`config.mk`:
```
export PLATFORM = sky130hd
export DESIGN_NAME = tmr_cmp_top
export DESIGN_NICKNAME = d
export VERILOG_FILES = /design/src/rtl/tmr_cmp_pkg.sv /design/src/rtl/tmr_free_cnt.sv /design/src/rtl/tmr_cmp_chan.sv /design/src/rtl/tmr_cmp_regs.sv /design/src/rtl/tmr_cmp_top.sv
export SDC_FILE = /design/constraint.sdc
export NUM_CORES = 1
export LEC_CHECK = 0
export ABC_AREA = 1
export BUFFER_PORTS_ARGS = -buffer_cell sky130_fd_sc_hd__clkbuf_2
export CAP_MARGIN = 20
export CORE_MARGIN = 5
export CORE_UTILIZATION = 55
export CTS_CLUSTER_SIZE = 40
export DETAILED_ROUTE_END_ITERATION = 6
export GPL_ROUTABILITY_DRIVEN = 0
export PLACE_DENSITY = 0.86
export SYNTH_ARGS = -nofsm -noshare
export SYNTH_HDL_FRONTEND = slang
export SYNTH_SLANG_ARGS = --single-unit
```
`constraint.sdc`:
```
create_clock -name clk -period 1.9 [get_ports clk]
set_input_delay 0.57 -clock clk [delete_from_list [all_inputs] [get_ports clk]]
set_output_delay 0.57 -clock clk [all_outputs]
set_load 0.02 [all_outputs]
```
`src/rtl/tmr_cmp_pkg.sv`:
```
package tmr_cmp_pkg;

  // pin action on a match
  typedef enum logic [1:0] {
    ACT_NONE = 2'd0,
    ACT_SET  = 2'd1,
    ACT_CLR  = 2'd2,
    ACT_TOG  = 2'd3
  } pin_act_e;

  // register map (word addresses)
  localparam int ADDR_CNT    = 0;
  localparam int ADDR_CTRL   = 1;
  localparam int ADDR_STAT   = 2;
  localparam int ADDR_MATCH0 = 3;

  // control field per channel: enable + 2-bit action
  localparam int CTRL_FIELD_W = 3;

  function automatic logic next_pin(input pin_act_e act, input logic cur);
    case (act)
      ACT_SET:  return 1'b1;
      ACT_CLR:  return 1'b0;
      ACT_TOG:  return ~cur;
      default:  return cur;
    endcase
  endfunction

  function automatic logic next_flag(input logic hit, input logic clr, input logic cur);
    // a new event wins over a clear in the same cycle
    if (hit)      return 1'b1;
    else if (clr) return 1'b0;
    else          return cur;
  endfunction

endpackage

```
`src/rtl/tmr_free_cnt.sv`:
```
module tmr_free_cnt #(
  parameter int W = 24
) (
  input  logic         clk,
  input  logic         rst,
  output logic [W-1:0] cnt,
  output logic         wrap
);
  localparam logic [W-1:0] CNT_MAX = '1;

  always_ff @(posedge clk) begin
    if (rst) cnt <= '0;
    else     cnt <= cnt + 1'b1;
  end

  // the next edge takes the counter from all ones to zero
  assign wrap = (cnt == CNT_MAX);
endmodule

```
`src/rtl/tmr_cmp_chan.sv`:
```
module tmr_cmp_chan
  import tmr_cmp_pkg::*;
#(
  parameter int W = 24
) (
  input  logic         clk,
  input  logic         rst,
  input  logic [W-1:0] cnt,
  input  logic [W-1:0] match,
  input  logic         en,
  input  pin_act_e     act,
  input  logic         clr,
  output logic         hit,
  output logic         flag,
  output logic         pin
);
  assign hit = en && (cnt == match);

  always_ff @(posedge clk) begin
    if (rst) begin
      flag <= 1'b0;
      pin  <= 1'b0;
    end else begin
      flag <= next_flag(hit, clr, flag);
      if (hit) pin <= next_pin(act, pin);
    end
  end
endmodule

```
`src/rtl/tmr_cmp_regs.sv`:
```
module tmr_cmp_regs
  import tmr_cmp_pkg::*;
#(
  parameter int W   = 24,
  parameter int NCH = 2,
  parameter int AW  = 3,
  parameter int DW  = 32
) (
  input  logic           clk,
  input  logic           rst,
  input  logic           reg_wr,
  input  logic [AW-1:0]  reg_addr,
  input  logic [DW-1:0]  reg_wdata,
  output logic [DW-1:0]  reg_rdata,
  input  logic [W-1:0]   cnt,
  input  logic           ovf_set,
  input  logic [NCH-1:0] ch_flag,
  output logic [NCH-1:0] ch_en,
  output pin_act_e       ch_act   [NCH],
  output logic [W-1:0]   ch_match [NCH],
  output logic [NCH-1:0] ch_clr,
  output logic           ovf_clr,
  output logic           ovf_flag
);
  localparam int CTRL_W = CTRL_FIELD_W * NCH;

  logic [CTRL_W-1:0] ctrl_q;
  logic              wr_ctrl, wr_stat;
  logic              unused_wdata;

  assign wr_ctrl      = reg_wr && (reg_addr == AW'(ADDR_CTRL));
  assign wr_stat      = reg_wr && (reg_addr == AW'(ADDR_STAT));
  assign unused_wdata = ^reg_wdata;

  always_ff @(posedge clk) begin
    if (rst)          ctrl_q <= '0;
    else if (wr_ctrl) ctrl_q <= reg_wdata[CTRL_W-1:0];
  end

  for (genvar i = 0; i < NCH; i++) begin : g_ch
    assign ch_en[i]  = ctrl_q[CTRL_FIELD_W*i];
    assign ch_act[i] = pin_act_e'(ctrl_q[CTRL_FIELD_W*i+1 +: 2]);
    assign ch_clr[i] = wr_stat && reg_wdata[i];

    always_ff @(posedge clk) begin
      if (rst)
        ch_match[i] <= '0;
      else if (reg_wr && (reg_addr == AW'(ADDR_MATCH0 + i)))
        ch_match[i] <= reg_wdata[W-1:0];
    end
  end

  assign ovf_clr = wr_stat && reg_wdata[NCH];

  always_ff @(posedge clk) begin
    if (rst) ovf_flag <= 1'b0;
    else     ovf_flag <= next_flag(ovf_set, ovf_clr, ovf_flag);
  end

  always_comb begin
    reg_rdata = '0;
    if (reg_addr == AW'(ADDR_CNT))
      reg_rdata[W-1:0] = cnt;
    else if (reg_addr == AW'(ADDR_CTRL))
      reg_rdata[CTRL_W-1:0] = ctrl_q;
    else if (reg_addr == AW'(ADDR_STAT))
      reg_rdata[NCH:0] = {ovf_flag, ch_flag};
    else begin
      for (int i = 0; i < NCH; i++)
        if (reg_addr == AW'(ADDR_MATCH0 + i))
          reg_rdata[W-1:0] = ch_match[i];
    end
  end
endmodule

```
`src/rtl/tmr_cmp_top.sv`:
```
module tmr_cmp_top
  import tmr_cmp_pkg::*;
#(
  parameter int CNT_W = 24,
  parameter int NCH   = 2,
  parameter int AW    = 3,
  parameter int DW    = 32
) (
  input  logic           clk,
  input  logic           rst,
  input  logic           reg_wr,
  input  logic [AW-1:0]  reg_addr,
  input  logic [DW-1:0]  reg_wdata,
  output logic [DW-1:0]  reg_rdata,
  output logic [NCH-1:0] irq_cmp,
  output logic           irq_ovf,
  output logic [NCH-1:0] cmp_pin
);
  // named internal events, observed by the bound checker
  logic [CNT_W-1:0] cnt_q;
  logic             cnt_wrap;
  logic [NCH-1:0]   ch_hit, ch_flag, ch_en, ch_clr;
  logic             ovf_clr, ovf_flag;
  pin_act_e         ch_act   [NCH];
  logic [CNT_W-1:0] ch_match [NCH];

  tmr_free_cnt #(.W(CNT_W)) u_cnt (
    .clk  (clk),
    .rst  (rst),
    .cnt  (cnt_q),
    .wrap (cnt_wrap)
  );

  tmr_cmp_regs #(.W(CNT_W), .NCH(NCH), .AW(AW), .DW(DW)) u_regs (
    .clk       (clk),
    .rst       (rst),
    .reg_wr    (reg_wr),
    .reg_addr  (reg_addr),
    .reg_wdata (reg_wdata),
    .reg_rdata (reg_rdata),
    .cnt       (cnt_q),
    .ovf_set   (cnt_wrap),
    .ch_flag   (ch_flag),
    .ch_en     (ch_en),
    .ch_act    (ch_act),
    .ch_match  (ch_match),
    .ch_clr    (ch_clr),
    .ovf_clr   (ovf_clr),
    .ovf_flag  (ovf_flag)
  );

  for (genvar i = 0; i < NCH; i++) begin : g_chan
    tmr_cmp_chan #(.W(CNT_W)) u_chan (
      .clk   (clk),
      .rst   (rst),
      .cnt   (cnt_q),
      .match (ch_match[i]),
      .en    (ch_en[i]),
      .act   (ch_act[i]),
      .clr   (ch_clr[i]),
      .hit   (ch_hit[i]),
      .flag  (ch_flag[i]),
      .pin   (cmp_pin[i])
    );
  end

  assign irq_cmp = ch_flag;
  assign irq_ovf = ovf_flag;
endmodule

```
==> flow_summary.yaml, run 1 <==
outcome:
  violations: "negative setup slack"
  status: "finished, violations left"
synth:
  ys_types: 37
  ys_async_sr_fraction: 0
  yosys_warnings: 0
  synth_edf_count: 0
  syn_area_per_cell_um2: 6.505
  synth-seq-cells: 83
  synth_area_um2: 4813
  synthCells: 740
  synthFlopType: "dfxtp_1"
  seq_area_frac_synth: 0.3452
setup_path:
  rr_endpoint: "u_cnt.cnt[22]"
  worstPathMaxFanout: 4
  crit_slowest_cell: "clkbuf_8"
  r2r-start: "u_cnt.cnt[1]"
  cp_slowest_stage_delay_ps: 170
  arrival_ps: 1550
  path_class: "in2out"
  reg2reg_depth: 9
  required_ps: 1330
  path_buf_inv: 3
  endpoint_kind: "output port"
  ff2ff_setup_slack_ps: 170
  startpoint_type: "primary input"
  path_cells: "clkbuf_16 > nor2_4 > nand2_8 > buf_6 > o22ai_2 > a21oi_2 > o21ai_2 > clkbuf_8"
  critical_path.top_delay_family: "buffers and inverters"
placed_design:
  dpl.hpwl_mm: 11.40
  port_buffers: 58
  dp.cells: 900
  post-place-ws_ps: -309.9
sta:
  rsz0062_at_grt: "yes"
  fin_crit_sh: 1.116
  min_period_ps: 2120
  final_max_slew_viol_count: 0
  max_freq_mhz: 471.7
  fin_setup_tns_ps: -3960
  fin_ws_ps: -220.1
  finClkSkew_ps: 9.790
  hold_viol_final: 0
  setup_viol: 24
global_route:
  overflow: 0
  grt_pass1_vias: 5281
  grt_use_total: 0.2874
  grt_max_degree: 35
  antenna_found_initial: 0
  grt_first_pass_wirelength_mm: 25.57
drt:
  wl_per_cell_um: 17.39
  postRouteAntennaNets: 0
  drc: 0
  vias: 5489
  detail_route.vias_per_cell: 5.947
  wirelength_mm: 16.05
  drt_pass1_iterations: 6
  drt-initial-drc-count: 604
clocking:
  hold_buffers: 0
  cts.sinks: 83
  h-tree-depth: 3
  clk_path_buf_depth: 2
  clkTransAtPathRegs_ps: 80
  clkLatencyLatePin_ps: 370
  cts_tree: "done"
  cts_made_buffers: 9
  root_buffer: "clkbuf_8"
power_and_ir_drop:
  pwr_density_cell_nw_per_um2: 597.0
  irDropWorstVdd_v: 0.0005044
  seq_power_share: 0.497
  switching_power_mw: 1.021
  intPower_mw: 2.640
  total_power_mw: 3.661
  leakage_nw: 2.542
  switching_share: 0.2789
  pwr-share-clk: 0.351
  combinationalPowerShare: 0.152
layout:
  final_cells: 923
  final_layout_size_suffix_gt1_frac: 0.2184
  areaGrowthSynthToFinish_pct: 27.42
  layout_common_cells: "187 x nand2_1, 91 x inv_1, 83 x dfxtp_1"
  num_antenna_cells: 0
  final_common_cell: "nand2_1"
  final_net_count: 849
  finalCoreUtilization: 0.7102
floorplanning:
  start_util: 0.5574
  die-area_um2: 10720
  io_pins: 75
  die_w_um: 103.6
  rows: 34
  core-area_um2: 8636
  die_h_um: 103.6
min_path:
  holdPathEnd: "u_regs.ch_match[6]"
  holdPathStages: 3
  hold_path_class: "in2reg"
  min_from: "reg_wdata[6]"
flow_run:
  max-cap-violations: 0
tightest hold or removal path, stage by stage:
cell,delay [ps]
clkbuf_2,90
nand3_1,70
a21oi_1,50
cell usage after synthesis, types with 9 or more instances:
cell type / count / share of area
o21ai_0: 67 / 0.070
o221ai_1: 22 / 0.040
nand2_1: 192 / 0.15
nand3_1: 27 / 0.028
buf_2: 10 / 0.010
dfxtp_1: 83 / 0.35
inv_1: 93 / 0.073
a21oi_1: 75 / 0.078
buf_4: 14 / 0.022
nor3_1: 12 / 0.012
xor2_1: 9 / 0.016
clkbuf_1: 15 / 0.012
nor2_1: 58 / 0.045
what timing repair did:
item | in CTS | in global routing
gates resized for setup | 92 | 11
setup endpoints to repair | 24 | 24
pin swaps | 10 | 9
buffers inserted | 4 | 2
cloned | 1 | 0
area by class of cell:
| type | instances | area [um2] |
|---|---|---|
| repair buffers | 94 | 935.9 |
| inverters | 102 | 391.6 |
| fillers | 637 | 2502 |
| well taps | 108 | 135.1 |
| multi-input cells | 520 | 2821 |
| clock inverters | 2 | 35.03 |
| flip-flops and latches | 83 | 1662 |
| clock buffers | 14 | 152.6 |
flip-flops by register name, indices dropped and copies added, names as in the netlist:
name	flops
g_chan.u_chan.pin	2
u_regs.ovf_flag	1
g_chan.u_chan.flag	2
u_cnt.cnt	24
u_regs.ch_match	48
u_regs.ctrl_q	6
through the flow:
| stage | cell area (um2) | hold slack [ps] |
|---|---|---|
| floorplan | 4982 | 444.8 |
| global placement | 5436 | 469.7 |
| detailed placement | 5436 | 477.9 |
| CTS | 6083 | 474.0 |
| global route | 6133 | 476.5 |
| finish | 6133 | 469.4 |
worst max path at each step:
stage | start | endpoint | depth (start not counted)
5_1_grt | reg_addr[1] | reg_rdata[4] | 8
3_3_place_gp | reg_addr[1] | reg_rdata[6] | 7
3_5_place_dp | reg_addr[1] | reg_rdata[3] | 9
2_1_floorplan | reg_addr[1] | reg_rdata[23] | 5
4_1_cts | reg_addr[1] | reg_rdata[3] | 9
6_report | reg_addr[1] | reg_rdata[4] | 8
logic make-up after synthesis:
kind of cell,share of synthesized area
and+or+nand+nor,0.2935
AOI/OAI and AO/OA,0.1978
buffers and inverters,0.1292
DFF,0.3452
xor gates and xnor gates,0.03093
adders and majority gates,0.002599
other,0.0007791
per-layer routing:
| layer | track usage | vias up | wire (um) |
|---|---|---|---|
| met5 | 0 | - | 0 |
| met3 | 0.05846 | 81 | 1429 |
| met1 | 0.3425 | 2518 | 6051 |
| met4 | 0.1321 | 0 | 746 |
| li1 | - | 2519 | - |
| met2 | 0.4932 | 371 | 7826 |
power groups by stage:
stage                     Clock (mW)  Sequential (mW)  Combinational, mW
final                           1.28             1.82              0.558
after global routing            1.37             1.82              0.599
after detailed placement           0             1.86              0.460
after CTS                       1.27             1.82              0.527
after global placement             0             1.85              0.448
after floorplan                    0             1.85              0.305
Note: power is estimated with default switching activity, not from simulation.
==> inputs of run 2 (changes only) <==
--- a/config.mk
+++ b/config.mk
@@ -13,7 +13,8 @@
 export CTS_CLUSTER_SIZE = 40
 export DETAILED_ROUTE_END_ITERATION = 6
 export GPL_ROUTABILITY_DRIVEN = 0
-export PLACE_DENSITY = 0.86
+export PLACE_DENSITY = 0.85
 export SYNTH_ARGS = -nofsm -noshare
 export SYNTH_HDL_FRONTEND = slang
+export SYNTH_HIERARCHICAL = 1
 export SYNTH_SLANG_ARGS = --single-unit
==> run 2 against run 1 <==
The flow finishes with violations (design-rule violations, negative setup slack). Clock power fell by 6%. Critical endpoint is now reg_rdata[2]. Clock skew rose by 1.4 ps. Core utilization fell by 1.8 points. Non-clock buffer count rose by 12. Register-to-register slack got worse by 20 ps.
==> flow_summary.yaml, run 2 <==
min_path:
  hold_path_class: "in2reg"
  holdPathEnd: "u_regs/ch_match[30]"
  min_from: "reg_wdata[6]"
  holdPathStages: 3
floorplanning:
  rows: 36
  die_w_um: 108.4
  die_h_um: 108.4
  start_util: 0.5554
  die-area_um2: 11760
  io_pins: 75
  core-area_um2: 9594
sta:
  min_period_ps: 2241
  maxSlewHeadroom: 0.6644
  worstMarginPinSlew_ps: 502.7
  fin_ws_ps: -341.4
  finClkSkew_ps: 11.17
  rsz0062_at_grt: "yes"
  setup_viol: 24
  fin_crit_sh: 1.180
  hold_viol_final: 0
  timing.hold.ws_ps: 456.3
  max_freq_mhz: 446.2
  final_max_slew_viol_count: 0
layout:
  largest_registers: "u_regs/ch_match x48, u_cnt/cnt x24, u_regs/ctrl_q x6"
  final_layout_size_suffix_gt1_frac: 0.1947
  n_fill_cell: 764
  largest_reg_flops: 48
  areaGrowthSynthToFinish_pct: 24.63
  seq_area_um2: 1668
  max_flop_register: "u_regs/ch_match"
  final_common_cell: "nand2_1"
  final_net_count: 1051
  final_cells: 1150
  num_antenna_cells: 0
  multiInputGateArea_um2: 2917
  layout_common_cells: "305 x nand2_1, 187 x inv_1, 90 x nor2_1"
  finalCoreUtilization: 0.6922
power_and_ir_drop:
  pwr_density_cell_nw_per_um2: 544.9
  total_power_mw: 3.619
  switching_share: 0.2954
  leakage_nw: 3.085
  switching_power_mw: 1.069
  intPower_mw: 2.550
  irDropWorstVdd_v: 0.0004664
  seq_power_share: 0.502
  pwr-share-clk: 0.332
  combinationalPowerShare: 0.165
global_route:
  grt_max_degree: 40
  grt_first_pass_wirelength_mm: 26.24
  grt_use_total: 0.2860
  antenna_found_initial: 0
  overflow: 0
  grt_pass1_vias: 5403
outcome:
  violations: "design-rule violations, negative setup slack"
  status: "finished, violations left"
clocking:
  clkLatencyLatePin_ps: 370
  clkTransAtPathRegs_ps: 90
  hold_buffers: 0
  cts_tree: "done"
  cts.sinks: 83
  cts_made_buffers: 9
  root_buffer: "clkbuf_8"
  h-tree-depth: 3
  clk_path_buf_depth: 2
setup_path:
  required_ps: 1330
  ff2ff_setup_slack_ps: 150
  rr_endpoint: "u_regs/ovf_flag"
  r2r-start: "u_cnt/cnt[15]"
  arrival_ps: 1670
  startpoint_type: "primary input"
  path_class: "in2out"
  endpoint_kind: "output port"
  reg2reg_depth: 8
  worstPathMaxFanout: 5
drt:
  detail_route.vias_per_cell: 5.251
  drc: 1
  drt-initial-drc-count: 655
  wl_per_cell_um: 15.47
  postRouteAntennaNets: 0
  vias: 6039
  wirelength_mm: 17.79
  drt_pass1_iterations: 7
placed_design:
  post-place-ws_ps: -274.9
  port_buffers: 58
  dp.cells: 1118
  dpl.hpwl_mm: 10.73
synth:
  syn_area_per_cell_um2: 5.786
  synth_area_um2: 5329
  yosys_warnings: 6
  synthCells: 921
flow_run:
  max-cap-violations: 0
-- run 2: worst max-delay path by stage --
| stage | start | endpoint | slack [ps] | cells after the start |
|---|---|---|---|---|
| global route | reg_addr[2] | reg_rdata[2] | -330 | 9 |
| global placement | reg_addr[1] | reg_rdata[9] | -270 | 7 |
| detailed placement | reg_addr[1] | reg_rdata[9] | -270 | 7 |
| finish | reg_addr[0] | reg_rdata[2] | -340 | 8 |
| floorplan | reg_addr[2] | reg_rdata[3] | -2 | 6 |
| CTS | reg_addr[2] | reg_rdata[6] | -230 | 9 |
-- run 2: repair_timing --
action,CTS,global route
setup endpoints to repair,24,25
buffers inserted,9,3
pin swaps,9,22
gates resized for setup,57,64
gates cloned,1,3
-- run 2: routing by layer --
layer | up-vias | global-route usage | wire length (um)
met4 | 0 | 0.1560 | 1195
met2 | 411 | 0.4784 | 8041
met3 | 105 | 0.05194 | 1894
met5 | - | 0 | 0
li1 | 2897 | - | -
met1 | 2626 | 0.3465 | 6661
-- run 2: stage by stage --
step / instance area, um2 / TNS, ps
finish: 6641 / -5623
global route: 6641 / -6390
floorplan: 5391 / -1.767
global placement: 5962 / -5333
CTS: 6442 / -4705
detailed placement: 5962 / -5500
-- run 2: power groups by stage --
| stage | clock, mW | sequential [mW] | combinational, mW |
|---|---|---|---|
| 6_report | 1.20 | 1.82 | 0.599 |
| 5_1_grt | 1.27 | 1.82 | 0.649 |
| 4_1_cts | 1.19 | 1.81 | 0.540 |
| 3_5_place_dp | 0 | 1.86 | 0.483 |
| 3_3_place_gp | 0 | 1.85 | 0.476 |
| 2_1_floorplan | 0 | 1.85 | 0.317 |
-- run 2: area by class of cell --
cell class	instances	share of cell area
clock buffer	11	0.02280
clock inverter	5	0.004145
inverter	195	0.1113
multi-input combinational	617	0.4391
sequential	83	0.2511
tap	133	0.02506
timing repair buffer	106	0.1464
-- run 2: worst max-delay path, cell delays in order --
cell and delay, ps:
buf_8 110, inv_2 50, buf_4 130, o21ai_0 260, o21ai_0 240, nand2_2 110, nand2_2 70, buf_8 130
==> inputs of run 3 (changes only) <==
--- a/config.mk
+++ b/config.mk
@@ -8,6 +8,7 @@
 export ABC_AREA = 1
 export BUFFER_PORTS_ARGS = -buffer_cell sky130_fd_sc_hd__clkbuf_2
 export CAP_MARGIN = 20
+export CORE_ASPECT_RATIO = 1.75
 export CORE_MARGIN = 5
 export CORE_UTILIZATION = 55
 export CTS_CLUSTER_SIZE = 40
==> constraint.sdc (replaced) <==
create_clock -name clk -period 1.9 [get_ports clk]
set_input_delay 0.57 -clock clk [delete_from_list [all_inputs] [get_ports clk]]
set_output_delay 0.57 -clock clk [all_outputs]
set_load 0.1 [all_outputs]
==> run 3 against run 2 <==
The flow finishes with violations (negative setup slack). Combinational power increased by 20%. Register-to-register slack better by 50 ps. Critical path depth shrank 1. Setup slack got worse by 55 ps. Wire length up 1.6%. Hold slack improved by 13 ps. Cell area is 5.2% higher. Final cell count shrank 1.7%. Clock skew down 3.1 ps. Via count increased by 1.6%.
==> flow_summary.yaml, run 3 (synthesis gave the netlist of run 2 again) <==
sta:
  final_max_slew_viol_count: 0
  fin_crit_sh: 1.208
  hold_viol_final: 0
  maxSlewHeadroom: 0.6203
  max_freq_mhz: 435.5
  finClkSkew_ps: 8.066
  timing.hold.ws_ps: 469.0
  fin_ws_ps: -396.0
  min_period_ps: 2296
  rsz0062_at_grt: "yes"
  worstMarginPinSlew_ps: 572.0
  setup_viol: 24
layout:
  largest_registers: "u_regs/ch_match x48, u_cnt/cnt x24, u_regs/ctrl_q x6"
  seq_area_um2: 1667
  multiInputGateArea_um2: 2930
  n_fill_cell: 672
  layout_common_cells: "319 x nand2_1, 186 x inv_1, 91 x nor2_1"
  num_antenna_cells: 0
  final_cells: 1131
  largest_reg_flops: 48
  areaGrowthSynthToFinish_pct: 31.09
  final_layout_size_suffix_gt1_frac: 0.1734
  max_flop_register: "u_regs/ch_match"
  final_common_cell: "nand2_1"
  final_net_count: 1043
setup_path:
  path_cells: "clkbuf_16 > nor3_4 > buf_6 > buf_12 > nand2_1 > o211ai_1 > buf_12"
  endpoint_kind: "output port"
  path_common_cell: "buf_12"
  r2r-start: "u_cnt/cnt[12]"
  ff2ff_setup_slack_ps: 200
  critical_path.top_delay_family: "buffers and inverters"
  arrival_ps: 1730
  crit_slowest_cell: "nor3_4"
  path_class: "in2out"
  reg2reg_depth: 8
  path_buf_inv: 4
  worstPathMaxFanout: 11
  rr_endpoint: "u_regs/ovf_flag"
  cp_slowest_stage_delay_ps: 230
  startpoint_type: "primary input"
  required_ps: 1330
  cp.depth: 7
outcome:
  status: "finished, violations left"
  violations: "negative setup slack"
drt:
  wl_per_cell_um: 15.98
  drt_pass1_iterations: 5
  detail_route.vias_per_cell: 5.425
  vias: 6136
  wirelength_mm: 18.07
  drt-initial-drc-count: 731
  postRouteAntennaNets: 0
  drc: 0
min_path:
  holdPathEnd: "g_chan[0].u_chan/flag"
  min_from: "g_chan[0].u_chan/flag"
  hold_path_class: "reg2reg"
  holdPathStages: 2
clocking:
  clkTransAtPathRegs_ps: 60
  clkLatencyLatePin_ps: 340
  root_buffer: "clkbuf_16"
  cts.sinks: 83
  cts_made_buffers: 9
  h-tree-depth: 3
  clk_path_buf_depth: 2
  cts_tree: "done"
placed_design:
  dp.cells: 1105
  post-place-ws_ps: -459.5
  port_buffers: 58
  dpl.hpwl_mm: 11.64
power_and_ir_drop:
  leakage_nw: 3.186
  irDropWorstVdd_v: 0.0005271
  pwr_density_cell_nw_per_um2: 641.9
floorplanning:
  io_pins: 75
  die_h_um: 140.2
  rows: 47
  die_w_um: 84.41
  die-area_um2: 11830
  core-area_um2: 9468
  start_util: 0.5628
flow_run:
  max-cap-violations: 0
global_route:
  overflow: 0
  grt_pass1_vias: 6037
  antenna_found_initial: 0
  grt_use_total: 0.3085
  grt_first_pass_wirelength_mm: 28.78
  grt_max_degree: 31
run 3: final cells by class:
type,instances,area share
tap,122,0.02185
sequential,83,0.2386
multi-input combinational,617,0.4195
timing repair buffer,98,0.1664
clock inverter,4,0.01039
clock buffer,12,0.03672
inverter,195,0.1066
run 3: power breakdown:
part / internal, mW / leakage [nW] / switching (mW)
Clock: 1.22 / 0.159 / 0.720
Sequential: 1.78 / 0.674 / 0.0424
Combinational: 0.245 / 2.35 / 0.474
run 3: per-stage QoR:
step / cell area (um2) / utilization / power, mW / TNS (ps)
3_3_place_gp: 6362 / 0.6720 / 2.480 / -12340
5_1_grt: 6985 / 0.7378 / 4.616 / -9469
6_report: 6985 / 0.7378 / 4.484 / -8316
2_1_floorplan: 5473 / - / 2.291 / -20860
4_1_cts: 6963 / 0.7354 / 4.473 / -7203
3_5_place_dp: 6362 / 0.6720 / 2.494 / -13670
run 3: worst max path at each step:
stage / slack [ps] / end / startpoint
after floorplan: -1070 / reg_rdata[10] / reg_addr[1]
after global placement: -430 / reg_rdata[10] / reg_addr[2]
after detailed placement: -460 / reg_rdata[7] / reg_addr[2]
after CTS: -330 / reg_rdata[7] / reg_addr[0]
after global routing: -430 / reg_rdata[9] / reg_addr[0]
final: -400 / reg_rdata[9] / reg_addr[0]
run 3: tightest hold or removal path, stage by stage, from the launching register on:
cell	delay (ps)
dfxtp_2	330
nand2_1	60
a21oi_1	50
run 3: metal layers:
| metal | wire (um) | global-route usage | vias up |
|---|---|---|---|
| met1 | 6268 | 0.3166 | 2749 |
| met2 | 8756 | 0.5375 | 364 |
| met5 | 0 | 0 | - |
| li1 | - | - | 2889 |
| met3 | 1557 | 0.06169 | 134 |
| met4 | 1491 | 0.2410 | 0 |
run 3: timing repair:
| action | in CTS | in global routing |
|---|---|---|
| resized for setup | 41 | 6 |
| endpoints found under the hold margin | 0 | 0 |
| setup endpoints to repair | 24 | 35 |
| buffers inserted | 7 | 0 |
| gates cloned | 3 | 0 |
| hold buffers | 0 | 0 |
| pin swaps | 10 | 2 |
